### src/rtl/dma_ctxid_pkg.sv
package dma_ctxid_pkg;

    parameter int CTX_W  = 32;
    parameter int ASID_W = 8;

    typedef enum logic [1:0] {
        CH_IDLE    = 2'd0,
        CH_QUEUED  = 2'd1,
        CH_RUNNING = 2'd2,
        CH_RSVD    = 2'd3
    } ch_state_e;

    // Result of decoding one access cycle
    typedef struct packed {
        logic commit;   // write the identifier this cycle
        logic take_u;   // write the user-accessible bit with it
        logic rd_ok;    // drive the stored value on the read bus
        logic trap;     // user-mode access: undefined-instruction trap
    } acc_dec_t;

    function automatic logic ch_writable(input ch_state_e s);
        return (s == CH_IDLE);
    endfunction

endpackage

### src/rtl/dma_ctxid_access.sv
module dma_ctxid_access
    import dma_ctxid_pkg::*;
(
    input  logic      rd_en,
    input  logic      wr_en,
    input  logic      priv,
    input  ch_state_e ch_state,
    input  logic      u_wr_en,
    output acc_dec_t  dec
);

    logic any_acc;

    always_comb begin
        any_acc    = rd_en | wr_en;
        dec        = '0;
        dec.trap   = any_acc & ~priv;
        dec.rd_ok  = rd_en & priv;
        dec.commit = wr_en & priv & ch_writable(ch_state);
        dec.take_u = dec.commit & u_wr_en;
    end

endmodule

### src/rtl/dma_ctxid_store.sv
module dma_ctxid_store
    import dma_ctxid_pkg::*;
#(
    parameter int W = 32
)(
    input  logic         clk,
    input  logic         rst,
    input  acc_dec_t     dec,
    input  logic [W-1:0] wr_data,
    input  logic         u_val,
    output logic [W-1:0] ctx_q,
    output logic         u_q
);

    always_ff @(posedge clk) begin
        if (rst) begin
            ctx_q <= '0;
            u_q   <= 1'b0;
        end else begin
            if (dec.commit) ctx_q <= wr_data;
            if (dec.take_u) u_q   <= u_val;
        end
    end

endmodule

### src/rtl/dma_ctxid_reg.sv
module dma_ctxid_reg
    import dma_ctxid_pkg::*;
#(
    parameter int DATA_W = dma_ctxid_pkg::CTX_W,
    parameter int AID_W  = dma_ctxid_pkg::ASID_W
)(
    input  logic              clk,
    input  logic              rst,
    input  logic              rd_en,
    input  logic              wr_en,
    input  logic [DATA_W-1:0] wr_data,
    input  logic              priv,
    input  logic [1:0]        ch_state,
    input  logic              u_wr_en,
    input  logic              u_wr_val,
    output logic [DATA_W-1:0] rd_data,
    output logic [AID_W-1:0]  asid,
    output logic              chan_user,
    output logic              trap
);

    acc_dec_t          dec;
    ch_state_e         st;
    logic [DATA_W-1:0] ctx_q;

    assign st = ch_state_e'(ch_state);

    dma_ctxid_access u_acc (
        .rd_en   (rd_en),
        .wr_en   (wr_en),
        .priv    (priv),
        .ch_state(st),
        .u_wr_en (u_wr_en),
        .dec     (dec)
    );

    dma_ctxid_store #(.W(DATA_W)) u_store (
        .clk    (clk),
        .rst    (rst),
        .dec    (dec),
        .wr_data(wr_data),
        .u_val  (u_wr_val),
        .ctx_q  (ctx_q),
        .u_q    (chan_user)
    );

    assign rd_data = dec.rd_ok ? ctx_q : '0;
    assign asid    = ctx_q[AID_W-1:0];
    assign trap    = dec.trap;

    AST_BUSY_HOLD: assert property (@(posedge clk) disable iff (rst)
        (wr_en && ch_state != 2'd0) |=> ($stable(ctx_q) && $stable(chan_user)));
    AST_USER_HOLD: assert property (@(posedge clk) disable iff (rst)
        (!priv && (wr_en || rd_en)) |=> ($stable(ctx_q) && $stable(chan_user)));
    AST_IDLE_WRITE: assert property (@(posedge clk) disable iff (rst)
        (wr_en && priv && ch_state == 2'd0) |=> (asid == $past(wr_data[AID_W-1:0])));
    AST_UBIT_PAIRED: assert property (@(posedge clk) disable iff (rst)
        (u_wr_en && !wr_en) |=> $stable(chan_user));
    AST_TRAP_NO_DATA: assert property (@(posedge clk) disable iff (rst)
        trap |-> (rd_data == '0));
    AST_PRIV_NO_TRAP: assert property (@(posedge clk) disable iff (rst)
        (priv || !(rd_en || wr_en)) |-> !trap);

endmodule

### config.mk
export PLATFORM = sky130hd
export DESIGN_NAME = dma_ctxid_reg
export DESIGN_NICKNAME = d
export VERILOG_FILES = /design/src/rtl/dma_ctxid_pkg.sv /design/src/rtl/dma_ctxid_access.sv /design/src/rtl/dma_ctxid_store.sv /design/src/rtl/dma_ctxid_reg.sv
export SDC_FILE = /design/constraint.sdc
export NUM_CORES = 1
export LEC_CHECK = 0
export CAP_MARGIN = 20
export CORE_AREA = 4 4 65 67
export CTS_BUF_LIST = sky130_fd_sc_hd__clkbuf_4 sky130_fd_sc_hd__clkbuf_8
export CTS_CLUSTER_SIZE = 24
export DETAILED_ROUTE_END_ITERATION = 6
export DIE_AREA = 0 0 69 71
export PLACE_DENSITY = 0.88
export SYNTH_ARGS = -nofsm -noshare
export SYNTH_HDL_FRONTEND = slang
export SYNTH_SLANG_ARGS = --single-unit
### constraint.sdc
create_clock -name clk -period 2 [get_ports clk]
set_input_delay 0.4 -clock clk [delete_from_list [all_inputs] [get_ports clk]]
set_output_delay 0.4 -clock clk [all_outputs]
set_load 0.02 [all_outputs]
**Word level (Yosys, flattened, before mapping)**

Index checks and enable logic that the tools add are counted.

- Bitwise logic cells: 7
- Reductions and logical operators: 1
- Multiplexer cells: 1

Operator list:

| operator | count |
|---|---|
| 2-to-1 mux 32 bit | 1 |
| AND 1 bit | 5 |
| logical NOT 2 bit | 1 |
| inverter 1 bit | 1 |
| OR 1 bit | 1 |

- Input port bits: 41
- Logic and storage cells: 11
- Register bits: 33

**Logic depth before layout (Yosys ltp)**

Gate-level depths: netlist (run 1).

- Depth in word-level cells: 3
- Mapped depth: 5
- Mapped depth without buffers: 3

**Hierarchy**

Synthesis (run 1) repeated with hierarchy kept, for this count alone.

- Cells, all modules: 147
- Area total of the unflattened synthesis: 1492.7 um^2

By module, submodules not included:

| module | sequential area each (um^2) | area an instance (um^2) | instances | cells an instance |
|---|---|---|---|---|
| dma_ctxid_store | 660.6 | 1204.9 | 1 | 107 |
| dma_ctxid_reg | 0.0 | 255.2 | 1 | 35 |
| dma_ctxid_access | 0.0 | 32.5 | 1 | 5 |

**Least setup slack after synthesis (run 1)**

OpenSTA, ideal clock, no wires.

- Path kind: input to output
- Start point: input port rd_en
- End point: output port trap
- Required time: 1.600 ns
- Data arrival time: 0.924 ns
- Setup slack: 0.676 ns
- Cell stages on the path: 3
- Path buffers: 1
- Cell sequence: clkbuf_1 > nor2_1 > nor2_1

- Longest elaborated chain between the ends: 2

Ends and longest elaborated chain:

| what | line | RTL |
|---|---|---|
| start: declaration | dma_ctxid_reg.sv:9 | `input logic rd_en,` |
| OR 1 bit | dma_ctxid_access.sv:15 | `any_acc = rd_en \| wr_en;` |
| AND 1 bit | dma_ctxid_access.sv:17 | `dec.trap = any_acc & ~priv;` |
| end: declaration | dma_ctxid_reg.sv:19 | `output logic trap` |

No other way between the ends.

**Worst setup path after layout (run 1)**

- Start point: input port priv
- End point: output port rd_data[7]

- Longest elaborated chain between the ends: 2

Ends and longest elaborated chain:

| what | line | RTL |
|---|---|---|
| start: declaration | dma_ctxid_reg.sv:12 | `input logic priv,` |
| AND 1 bit | dma_ctxid_access.sv:18 | `dec.rd_ok = rd_en & priv;` |
| 2-to-1 mux 32 bit | dma_ctxid_reg.sv:47 | `assign rd_data = dec.rd_ok ? ctx_q : '0;` |
| end: declaration | dma_ctxid_reg.sv:16 | `output logic [DATA_W-1:0] rd_data,` |

No other way between the ends.

==> results.txt, run 1 <==
The analysis attributes to net switching a power of 309 µW. The number of enable flip-flop cells after synthesis came out at 0. The repair_antennas step left the layout with diodes totalling 0.

In this run the clock root is driven by a sky130_fd_sc_hd__clkbuf_8. STA classifies the critical path startpoint as a primary input. The worst relative slew slack is 0.732. The largest fanout on the critical path came out at 35. The share of total power dissipated in sequential elements is 0.494.

The port buffer count is 82. Buffers added to address setup during post-CTS repair amount to 0. Entering global routing, the biggest net connects 36 pins.

The leakage power total is 0.993 nW. The via count of the first global-routing pass is 1,484. IR analysis of the VDD net gives a maximum drop of 0.313 mV. During synthesis, Yosys emitted a total of 0 warnings.

Summed over all layers, the routed wires come to 4.10 mm. The overall die area is 4900 µm². The die is 71 µm tall.

The sequential cell area fraction in the yosys report is 0.433. The floorplan has 22 rows. The final-layout setup total negative slack came out at 0 ps.

The hold-fix buffer count after cts is 0. The detailed-routing iteration count for the pre-antenna-repair pass came out at 4. The internal cell power is 1.06 mW. The arrival time reported for the critical path endpoint came out at 1580 ps.

The via density per instance came out at 4.84. The number of buffers created by CTS came out at 5. The number of violations of the max-capacitance limit came out at 0. The detailed router's first-iteration violation count came out at 53. Across every metal layer, demand over resource in global routing totals 0.171. The clock-pin slew reported for the worst setup and hold paths after clock tree synthesis came out at 60 ps. The count of final setup violators is 0. The maximum operating frequency came out at 505 MHz. Setup repair after global routing left no endpoint under its margin. In this run the horizontal extent of the chip is 69 µm.

The number of antenna violations at the first check in global routing is 0. The element type at the critical path end is an output port. Counting flops with an async set or reset pin after synthesis yields a share of 0. At the pin with the least slew margin, the transition time is 402 ps. The distinct cell type count of the synthesized netlist came out at 19.

The initial core utilization is 0.419. Across all layers, the routed design uses 1,531 vias. Between clock sinks in the finished design, the worst skew comes to 0 ps.

By count the netlist is led by sky130_fd_sc_hd__nand2_1 (64), sky130_fd_sc_hd__dfxtp_1 (33), sky130_fd_sc_hd__and3_1 (29). The total congestion overflow after global routing came out at 0. The summed instance area of the synthesized netlist came out at 1520 µm².

The count of endpoints failing hold in the final timing report came out at 0. TritonCTS built the clock tree. The post-route minimum period is 1980 ps. The standard cell core area came out at 3630 µm².

Data on the critical path is required at its endpoint by 1600 ps. The final-report max-slew violation count is 0. When the netlist entered floorplanning its net count stood at 236.

The H-tree was split into 2 levels. The synthesized instance count is 195. For this run, the leading register cell type out of synthesis is sky130_fd_sc_hd__dfxtp_1. The number of buffers between clock root and the deepest sink is 2. Ranked by total cell area, the synthesized netlist is headed by sky130_fd_sc_hd__dfxtp_1 (43%), sky130_fd_sc_hd__nand2_1 (16%), sky130_fd_sc_hd__and3_1 (12%), sky130_fd_sc_hd__a21oi_1 (7.6%), sky130_fd_sc_hd__a21oi_2 (5.7%). The tightest min-delay check is of the flop to flop type. The share of layout cells above drive strength 1 is 0.198. The congestion estimate from routability-driven global placement came to 0.698. The fraction of power spent switching nets came out at 0.225. The global-route wire length before repair is 6.78 mm. The number of nets in the layout is 308. The placed instances occupy a cell area of 2310 µm². Of the post-synthesis cell area, the dominant cell type holds 0.433. The number of nets with antenna violations after detailed routing is 0. The total of fill cells in the finished design is 337. The HPWL after detailed placement is 2.95 mm. The detailed-route DRC error count came out at 0. The final period utilization is 0.990. The worst setup path is of the primary input to output port kind.

After detailed routing, the average wire length per cell comes to 13.0 µm. The synthesized design contains 33 register bits. Summing all non-filler instances in the final layout gives an area of 2290 µm². The share of the core filled with cells in the final layout is 0.630. Compared with the post-synthesis result, the final layout area differs by 50.2%.

Of the total power, combinational logic draws 0.133. The clock latency at the later pin of the worst-skew pair is 280 ps. The cell taking the most area after synthesis is sky130_fd_sc_hd__dfxtp_1.

The proportion of power drawn by the clock network came out at 0.373. The total number of clock tree sinks came out at 33. The run finished with clean final reports. The most common cell in the synthesized netlist is sky130_fd_sc_hd__nand2_1. During I/O placement, the number of pins put on the boundary was 83. Each instance of the synthesized netlist takes up on average 7.82 µm². The total power divided by cell area is 599 nW/µm².
[critical path, cell delays in order]
cell and delay (ps):
sky130_fd_sc_hd__clkdlybuf4s50_1 500, sky130_fd_sc_hd__buf_12 180, sky130_fd_sc_hd__and3_1 160, sky130_fd_sc_hd__dlygate4sd2_1 320
[path summary, 6_finish.rpt]
| kind | start | endpoint | slack [ps] | depth (start not counted) |
|---|---|---|---|---|
| worst min register to register | u_store.ctx_q[18] | u_store.ctx_q[18] | 450 | 2 |
| worst max register to register | u_store.u_q | u_store.u_q | 1370 | 2 |
| worst min-delay path | u_store.ctx_q[18] | u_store.ctx_q[18] | 450 | 2 |
| worst max-delay path | priv | rd_data[7] | 20 | 4 |
[cell families after synthesis]
| logic type | after synthesis | share of synthesized area |
|---|---|---|
| flip-flops | 33 | 0.433 |
| AO/OA/AOI/OAI | 34 | 0.136 |
| buffers and inverters | 27 | 0.115 |
| AND/OR/NAND/NOR | 101 | 0.315 |
[state kept, by name, summed over array words and instances, names as in the netlist]
name	count
u_store.ctx_q	32
u_store.u_q	1
[power groups by stage]
stage	Clock, mW	Sequential (mW)	Combinational, mW
detailed placement	0	0.692	0.188
floorplan	0	0.691	0.0759
global placement	0	0.692	0.185
CTS	0.529	0.677	0.184
finish	0.511	0.678	0.182
global route	0.553	0.679	0.196
[area by class of cell]
class | instances | area, µm² | share of cell area
multi-input cells | 135 | 688 | 0.301
inverters | 1 | 3.75 | 0.00164
well taps | 48 | 60.1 | 0.0262
repair buffers | 91 | 785 | 0.343
flip-flops and latches | 33 | 661 | 0.289
clock buffers | 8 | 91.3 | 0.0399
[routing by layer]
metal | global-route usage | routed length, µm | up-vias
met4 | 0.0846 | 40 | 0
met5 | 0 | 0 | -
met2 | 0.305 | 2090 | 49
li1 | - | - | 775
met1 | 0.191 | 1710 | 702
met3 | 0.0398 | 253 | 5
[per-stage QoR]
step	worst slack (ps)	hold WS (ps)	instances	total power, mW
CTS	0.0830	452	316	1.39
finish	20.3	449	316	1.37
detailed placement	-293	445	308	0.880
global route	0.299	465	316	1.43
floorplan	676	432	195	0.767
global placement	-277	437	308	0.876
[placed cells by master (no fill, tap or decap)]
cell type / count
sky130_fd_sc_hd__clkbuf_4: 3
sky130_fd_sc_hd__dfxtp_1: 33
sky130_fd_sc_hd__buf_12: 1
sky130_fd_sc_hd__and4bb_1: 1
sky130_fd_sc_hd__clkbuf_2: 23
sky130_fd_sc_hd__a21oi_1: 23
sky130_fd_sc_hd__clkdlybuf4s15_1: 9
sky130_fd_sc_hd__and3_1: 29
sky130_fd_sc_hd__dlygate4sd2_1: 1
sky130_fd_sc_hd__clkbuf_8: 5
sky130_fd_sc_hd__nand2_1: 64
sky130_fd_sc_hd__and3_2: 3
sky130_fd_sc_hd__nand3_1: 1
sky130_fd_sc_hd__clkdlybuf4s50_1: 49
sky130_fd_sc_hd__buf_4: 8
sky130_fd_sc_hd__nand4bb_1: 1
sky130_fd_sc_hd__a21oi_2: 10
sky130_fd_sc_hd__inv_1: 1
sky130_fd_sc_hd__o21ai_0: 1
sky130_fd_sc_hd__nor2_1: 2
[timing repair]
item | 4_1_cts | 5_1_grt
setup endpoints to repair | 33 | 31
hold endpoints to repair | 0 | 0
cloned | 0 | 0
pin swaps | 0 | 0
resized for setup | 42 | 46
Note: power is estimated with default switching activity, not from simulation.
==> run 2, diff against run 1 <==
- CAP_MARGIN: 20 -> default
- CORE_AREA: 4 4 65 67 -> 4 4 71 73
- DIE_AREA: 0 0 69 71 -> 0 0 75 77
- PLACE_DENSITY: 0.88 -> 0.78
- clock period: 2 -> 1.7 ns (I/O delays scaled with it)
==> run 2 against run 1 <==
Compared with the run above:
- clock skew stayed put
- critical path type unchanged
- via count is 2.0% higher
- combinational power is 35% higher
- critical endpoint is now rd_data[23]
- clock-buffer cell count is 3 lower
- final area is 10% higher
- register-to-register slack worse by 280 ps
- sequential share of layout area is 2.7 points lower
- die area is 18% higher
==> results.txt, run 2 (synthesis gave the netlist of run 1 again) <==
The pre-CTS worst setup slack is -487 ps (-195 ps). The total power after layout came out at 1.58 mW (+15%). For hold timing, the worst endpoint is u_store.ctx_q[12]. The via count of the first global-routing pass is 1,531 (+3.2%).

Setup repair after global routing left no endpoint under its margin. The flow ran to the end, and the final reports show no timing, DRC or antenna violations. The worst setup skew after layout is 0 ps (unchanged). The count of final setup violators is 0 (unchanged). The total number of clock tree sinks came out at 33 (unchanged). The total congestion overflow after global routing came out at 0 (unchanged). The portion of total power attributed to sequential cells came out at 0.504 (+0.010).

The worst relative slew slack is 0.824 (+0.0920). The HPWL after detailed placement is 3.05 mm (+3.4%). The arrival time reported for the critical path endpoint came out at 1300 ps (-280 ps). The height of the chip came out at 77 µm (+8.5%). Static timing analysis puts the maximum clock frequency at 608 MHz. The antenna diode count came out at 0 (unchanged). The total power divided by cell area is 627 nW/µm² (+4.6%).

The die span in x came out at 75 µm (+8.7%). The power dissipated by switching net loads came out at 375 µW (+21%). The number of nets with antenna violations after detailed routing came out at 0 (unchanged). The global-route wire length before repair came out at 7.10 mm (+4.8%). The initial core utilization was 0.350 (-0.0694). The largest registers in the layout are u_store.ctx_q (32), u_store.u_q (1). The clock-pin slew reported for the worst setup and hold paths after clock tree synthesis is 60 ps (about the same). The number of placed cells counting well taps is 315 (+2.3%). The final period utilization came out at 0.968. The number of antenna violations at the first check in global routing came to 0 (unchanged). The buffer type at the clock tree root is sky130_fd_sc_hd__clkbuf_8.

The class of the tightest hold or removal check is flop to flop. TritonCTS built the clock tree. The number of nets in the layout is 313 (+1.6%).

The largest net degree at the start of global routing came out at 25 (-31%). The fraction of power spent switching nets is 0.237 (+0.0117). The detailed-routing iteration count for the pre-antenna-repair pass came out at 4 (unchanged). The leakage power total was 1.01 nW (+2.1%). The hold path depth came out at 2 (unchanged). The number of violations of the max-capacitance limit was 0 (unchanged).

The worst path needs 1640 ps of the cycle, external delays included. The detailed router's first-iteration violation count came to 29 (-45%). The startpoint of the tightest hold check path is u_store.ctx_q[12]. For this design, the slowest cell found on the critical path is sky130_fd_sc_hd__bufbuf_16. The worst reg-to-reg setup slack is 1090 ps (-280 ps). Traced cell by cell, the critical path runs through clkdlybuf4s15_1, bufbuf_16, and3_1, clkdlybuf4s15_2. Counting flops per register, the top entry is u_store.ctx_q. STA classifies the critical path endpoint as an output port. The worst setup path is launched from a primary input. The combined global-route utilization of all metal layers is 0.158 (-0.0127). The average wire per standard cell is 14.0 µm (+7.7%). The transition time of the tightest slew-check pin came out at 264 ps (-138 ps).

In the layout the commonest cells are sky130_fd_sc_hd__nand2_1 (64), sky130_fd_sc_hd__clkdlybuf4s50_1 (47), sky130_fd_sc_hd__dfxtp_1 (33), sky130_fd_sc_hd__clkdlybuf4s15_2 (32), sky130_fd_sc_hd__and3_1 (29). The worst register-to-register path begins at u_store.ctx_q[2]. The library cell used most frequently in the layout, excluding fill and tap cells, is sky130_fd_sc_hd__nand2_1. The path depth of the worst reg2reg path was 2 (unchanged).

The number of post-CTS setup repair buffers was 0 (unchanged). The number of I/O pins came to 83 (unchanged). The count of non-filler cells in the finished layout is 323 (+2.2%).

The count of vias placed by the detailed router came to 1,562 (+2.0%). The largest fanout on the critical path is 17 (-51%). The standard cell core area came out at 4350 µm² (+20%). The setup path with the least slack is of type primary input to output port. The data required time at the worst endpoint came to 1360 ps (-240 ps). The placement row count is 24 (+9.1%). The share of layout cells above drive strength 1 is 0.247 (+0.0495). The total area of multi-input combinational cells is 688 µm² (unchanged). Relative to the synthesized area, the layout overhead comes to 65.5%. The final-report max-slew violation count is 0 (unchanged). The count of endpoints failing hold in the final timing report was 0 (unchanged). The detailed-route DRC error count is 0 (unchanged). The slack of the critical path was 55.2 ps (+35.0 ps). The combinational power share came out at 0.155 (+0.022). The via density per instance came to 4.84 (-0.19%).

The flip-flop count of the largest register, all copies and words added is 32 (unchanged). The total of fill cells in the finished design was 385 (+14%). The sequential standard cell area came to 661 µm² (unchanged).

The maximum vdd ir drop came out at 0.385 mV (+23%). The area of all placed cells without fillers is 2520 µm² (+10%). In this run the critical register-to-register path is captured at u_store.ctx_q[2]. The instance area after placement came to 2350 µm² (+1.7%). The delay of the slowest cell on the worst path is 310 ps (-190 ps). The clock latency at the later pin of the worst-skew pair came out at 280 ps (about the same). The number of buffers between clock root and the deepest sink came out at 2 (unchanged). The count of H-tree levels built during CTS is 2 (unchanged). The number of buffers created by CTS came out at 5 (unchanged).

The final estimated routing congestion in global placement is 0.675 (-3.3%). The routed wire length is 4.51 mm (+10%). The overall die area came out at 5780 µm² (+18%). The internal cell power was 1.21 mW (+14%).

The proportion of power drawn by the clock network came out at 0.340 (-0.033). The port buffer count came out at 82 (unchanged).
-- run 2: changes by cell type in the layout (fill, tap and decap cells not counted), sizes merged --
cell / change
clkdlybuf4s50: -2
clkbuf: -25
dlygate4sd2: -1
clkinv: +1
bufbuf: +2
clkdlybuf4s15: +24
buf: +4
-- run 2: what timing repair did --
action / CTS / global route
setup endpoints to repair: 33 / 14
gates resized for setup: 102 / 3
hold buffers: 0 / 0
pin swaps: 0 / 0
cloned: 2 / 0
-- run 2: worst max-delay path: cells and delay by family --
kind | cells | cell delay (ps)
AND/OR/NAND/NOR | 1 | 160
buffers and inverters | 3 | 800
-- run 2: power by group through the flow --
stage / clock (mW) / sequential [mW] / combinational (mW)
2_1_floorplan: 0 / 0.812 / 0.0893
4_1_cts: 0.551 / 0.797 / 0.248
3_5_place_dp: 0 / 0.814 / 0.228
5_1_grt: 0.582 / 0.799 / 0.264
6_report: 0.538 / 0.797 / 0.246
3_3_place_gp: 0 / 0.814 / 0.226
-- run 2: stage by stage --
stage                     TNS (ps)  hold WS [ps]  utilization
final                            0           449        0.579
after floorplan                  0           432            -
after global placement      -19620           438        0.541
after CTS                        0           452        0.582
after global routing             0           463        0.579
after detailed placement    -21370           443        0.541
-- run 2: cell type report --
cell class / count / area share
timing repair buffer: 96 / 0.409
sequential: 33 / 0.262
multi-input combinational: 135 / 0.273
inverter: 1 / 0.00149
tap: 52 / 0.0258
clock buffer: 5 / 0.0273
clock inverter: 1 / 0.00198
-- run 2: per-layer routing --
metal  GRT usage  wire length [µm]
met1       0.187              1870
met2       0.263              2230
met3      0.0641               385
met4      0.0374                26
met5           0                 0
-- run 2: worst max path at each step --
stage          startpoint  slack (ps)  depth (start not counted)     endpoint
6_report             priv          60                          4  rd_data[23]
5_1_grt              priv         0.7                          4   rd_data[1]
4_1_cts              priv           7                          4  rd_data[20]
3_5_place_dp        rd_en        -490                          4  rd_data[30]
3_3_place_gp         priv        -460                          4  rd_data[11]
2_1_floorplan       rd_en         500                          3         trap
==> run 3, diff against run 2 <==
- CORE_AREA: 4 4 71 73 -> 4 4 65 67
- DIE_AREA: 0 0 75 77 -> 0 0 69 71
- GPL_TIMING_DRIVEN: default -> 0
- PLACE_DENSITY: 0.78 -> 0.88
- clock period: 1.7 -> 2.03 ns (I/O delays scaled with it)
==> run 3 against run 2 <==
Compared with the run above:
- clock-buffer cell count up 1
- clock power down 12%
- via count rose by 0.90%
- register-to-register slack gained 290 ps
- non-clock buffer count is 11 higher
- wire length down 6.8%
- setup slack improved by 19 ps
- global-route usage rose by 1.2 points
- total power fell by 16%
- sequential cell count is the same
==> results.txt, run 3 (synthesis gave the netlist of run 1 again) <==
The largest registers in the layout are u_store.ctx_q (32), u_store.u_q (1). The via count of the first global-routing pass is 1,533 (+0.13%). The transition time of the tightest slew-check pin is 468 ps (+204 ps). The worst setup path is launched from a primary input.

In this run the most critical hold path is launched from rst. The largest net degree at the start of global routing came out at 11 (-56%). The worst register-to-register path ends at u_store.u_q. The via density per instance came to 4.75 (-1.8%). The path type of the worst setup path is primary input to output port. The met1 layer usage reported by global route is 0.195 (+0.00751). The area of all placed cells without fillers is 2460 µm² (-2.3%).

Relative to the synthesized area, the layout overhead comes to 61.7%. The clock latency at the later pin of the worst-skew pair came out at 270 ps (about the same). The global-route wire length before repair is 6.81 mm (-4.1%). In this run the most used layer during global routing was met2. The maximum operating frequency came out at 511 MHz. TritonCTS built the clock tree. The count of endpoints failing hold in the final timing report is 0 (unchanged). The met2 track utilization from global routing is 0.302 (+0.0388). The maximum vdd ir drop came to 0.396 mV (+2.9%). The worst setup path is captured at an output port.

The met3 track demand over resource in global routing is 0.0469 (-0.0172). The final estimated routing congestion in global placement is 0.726 (+7.6%). The total power after layout came out at 1.33 mW (-16%). The count of H-tree levels built during CTS came out at 2 (unchanged). The hold-fix buffer count after cts is 0 (unchanged).

The instance area after placement is 2390 µm² (+1.8%). The number of violations of the max-capacitance limit was 0 (unchanged). The share of the core filled with cells in the final layout is 0.678 (+0.0991). In this run the worst hold path is classified as primary input to flop.

The path depth of the worst reg2reg path is 2 (unchanged). The hold path depth was 2 (unchanged). In this run the critical register-to-register path is launched from u_store.u_q. The port buffer count came out at 81 (-1.2%). The smallest hold slack is 440 ps (-9.56 ps). The data required time at the worst endpoint came out at 1620 ps (+260 ps).

The path with the worst hold slack has its endpoint at u_store.ctx_q[24]. The count of vias placed by the detailed router came to 1,576 (+0.90%). The combined global-route utilization of all metal layers came out at 0.170 (+0.0120). The final-layout setup total negative slack is 0 ps (unchanged). The HPWL after detailed placement was 3.18 mm (+4.3%). The height of the chip came to 71 µm (-7.8%).

The number of antenna violations at the first check in global routing came out at 0 (unchanged). The share of layout cells above drive strength 1 is 0.158 (-0.0888). The total power divided by cell area is 539 nW/µm² (-14%). Of the available clock period, the critical path in the final layout requires 0.963.

Ranked by flip-flop count, first place goes to u_store.ctx_q. The number of nets in the layout came to 324 (+3.5%). The average wire per standard cell came out at 12.7 µm (-9.3%). The number of nets with antenna violations after detailed routing came to 0 (unchanged). The worst relative slew slack came to 0.688 (-0.136). The largest fanout on the critical path came out at 8 (-9). The root buffer cell chosen for the clock tree is sky130_fd_sc_hd__clkbuf_8. The final-report max-slew violation count is 0 (unchanged). The number of buffers between clock root and the deepest sink is 2 (unchanged). Leaving out fill and tap cells, the most frequent cell in the layout is sky130_fd_sc_hd__nand2_1. The detailed router's first-iteration violation count came out at 66 (+130%). The detailed-route DRC error count came out at 0 (unchanged). The detailed-routing iteration count for the pre-antenna-repair pass is 4 (unchanged). The total congestion overflow after global routing is 0 (unchanged). The antenna diode count came out at 0 (unchanged). In the layout the commonest cells are sky130_fd_sc_hd__nand2_1 (64), sky130_fd_sc_hd__clkdlybuf4s50_1 (48), sky130_fd_sc_hd__dfxtp_1 (33), sky130_fd_sc_hd__dlygate4sd2_1 (32), sky130_fd_sc_hd__and3_1 (29).

The total number of clock tree sinks came out at 33 (unchanged). The count of cells resized by post-cts repair came out at 47 (-54%). The clock-pin slew reported for the worst setup and hold paths after clock tree synthesis came out at 60 ps (about the same).

The number of post-CTS setup repair buffers is 0 (unchanged). The die span in x is 69 µm (-8.0%). For the finished layout, the period the worst path requires is 1960 ps. The flip-flop count of the largest register, all copies and words added is 32 (unchanged).

Setup repair after global routing left no endpoint under its margin. The standard cell core area is 3630 µm² (-17%). The count of final setup violators came out at 0 (unchanged). The run finished with clean final reports. The routed wire length came to 4.21 mm (-6.8%).

The leakage power total is 1.16 nW (+14%). The number of I/O pins is 83 (unchanged). The number of buffers created by CTS is 5 (unchanged). The overall die area came to 4900 µm² (-15%). The arrival time reported for the critical path endpoint is 1550 ps (+250 ps).

The worst reg-to-reg setup slack is 1380 ps (+290 ps). The worst setup skew after layout is 0 ps (unchanged). The initial core utilization came to 0.419 (+0.0694).

The placement row count came out at 22 (-8.3%).
[run 3: cell types whose count changed in the layout (fill, tap and decap cells not counted), moves of 2 or more]
cell	delta
sky130_fd_sc_hd__buf_4	-2
sky130_fd_sc_hd__clkbuf_1	+2
sky130_fd_sc_hd__buf_2	+3
sky130_fd_sc_hd__clkdlybuf4s15_2	-31
sky130_fd_sc_hd__buf_6	+2
sky130_fd_sc_hd__buf_12	-2
sky130_fd_sc_hd__bufbuf_16	-2
sky130_fd_sc_hd__dlygate4sd2_1	+32
sky130_fd_sc_hd__buf_8	+2
sky130_fd_sc_hd__clkbuf_4	+7
[run 3: routing by layer]
| layer | part of all wire | wire length [µm] |
|---|---|---|
| met2 | 0.50 | 2090 |
| met5 | 0 | 0 |
| met3 | 0.055 | 231 |
| met4 | 0.011 | 48 |
| met1 | 0.44 | 1840 |
[run 3: worst max path at each step]
stage	start	end	slack [ps]
after floorplan	rd_en	trap	690
after global placement	priv	rd_data[12]	-530
after detailed placement	priv	rd_data[20]	-550
after CTS	priv	rd_data[29]	90
after global routing	priv	rd_data[29]	7
final	priv	rd_data[29]	70
[run 3: power breakdown]
group	internal (mW)	switching, mW	leakage, nW
Sequential	0.661	0.00624	0.267
Combinational	0.107	0.0787	0.843
Clock	0.251	0.224	0.0484
[run 3: area by class of cell]
type                            instances  area [µm²]
Clock inverter                          2        10.0
Buffer                                 26         194
Inverter                                1        3.75
Fill cell                             361        1170
Clock buffer                            6        76.3
Tap cell                               48        60.1
Sequential cell                        33         661
Multi-Input combinational cell        135         688
Timing Repair Buffer                   81         772
[run 3: worst max-delay path, stage by stage]
cell	delay, ps
sky130_fd_sc_hd__dlygate4sd2_1	340
sky130_fd_sc_hd__and3_2	210
sky130_fd_sc_hd__clkdlybuf4s50_1	600
[run 3: stage by stage]
step | cells | worst slack [ps]
finish | 332 | 74.1
global route | 332 | 6.54
CTS | 332 | 85.7
detailed placement | 324 | -547
global placement | 324 | -526
floorplan | 195 | 694
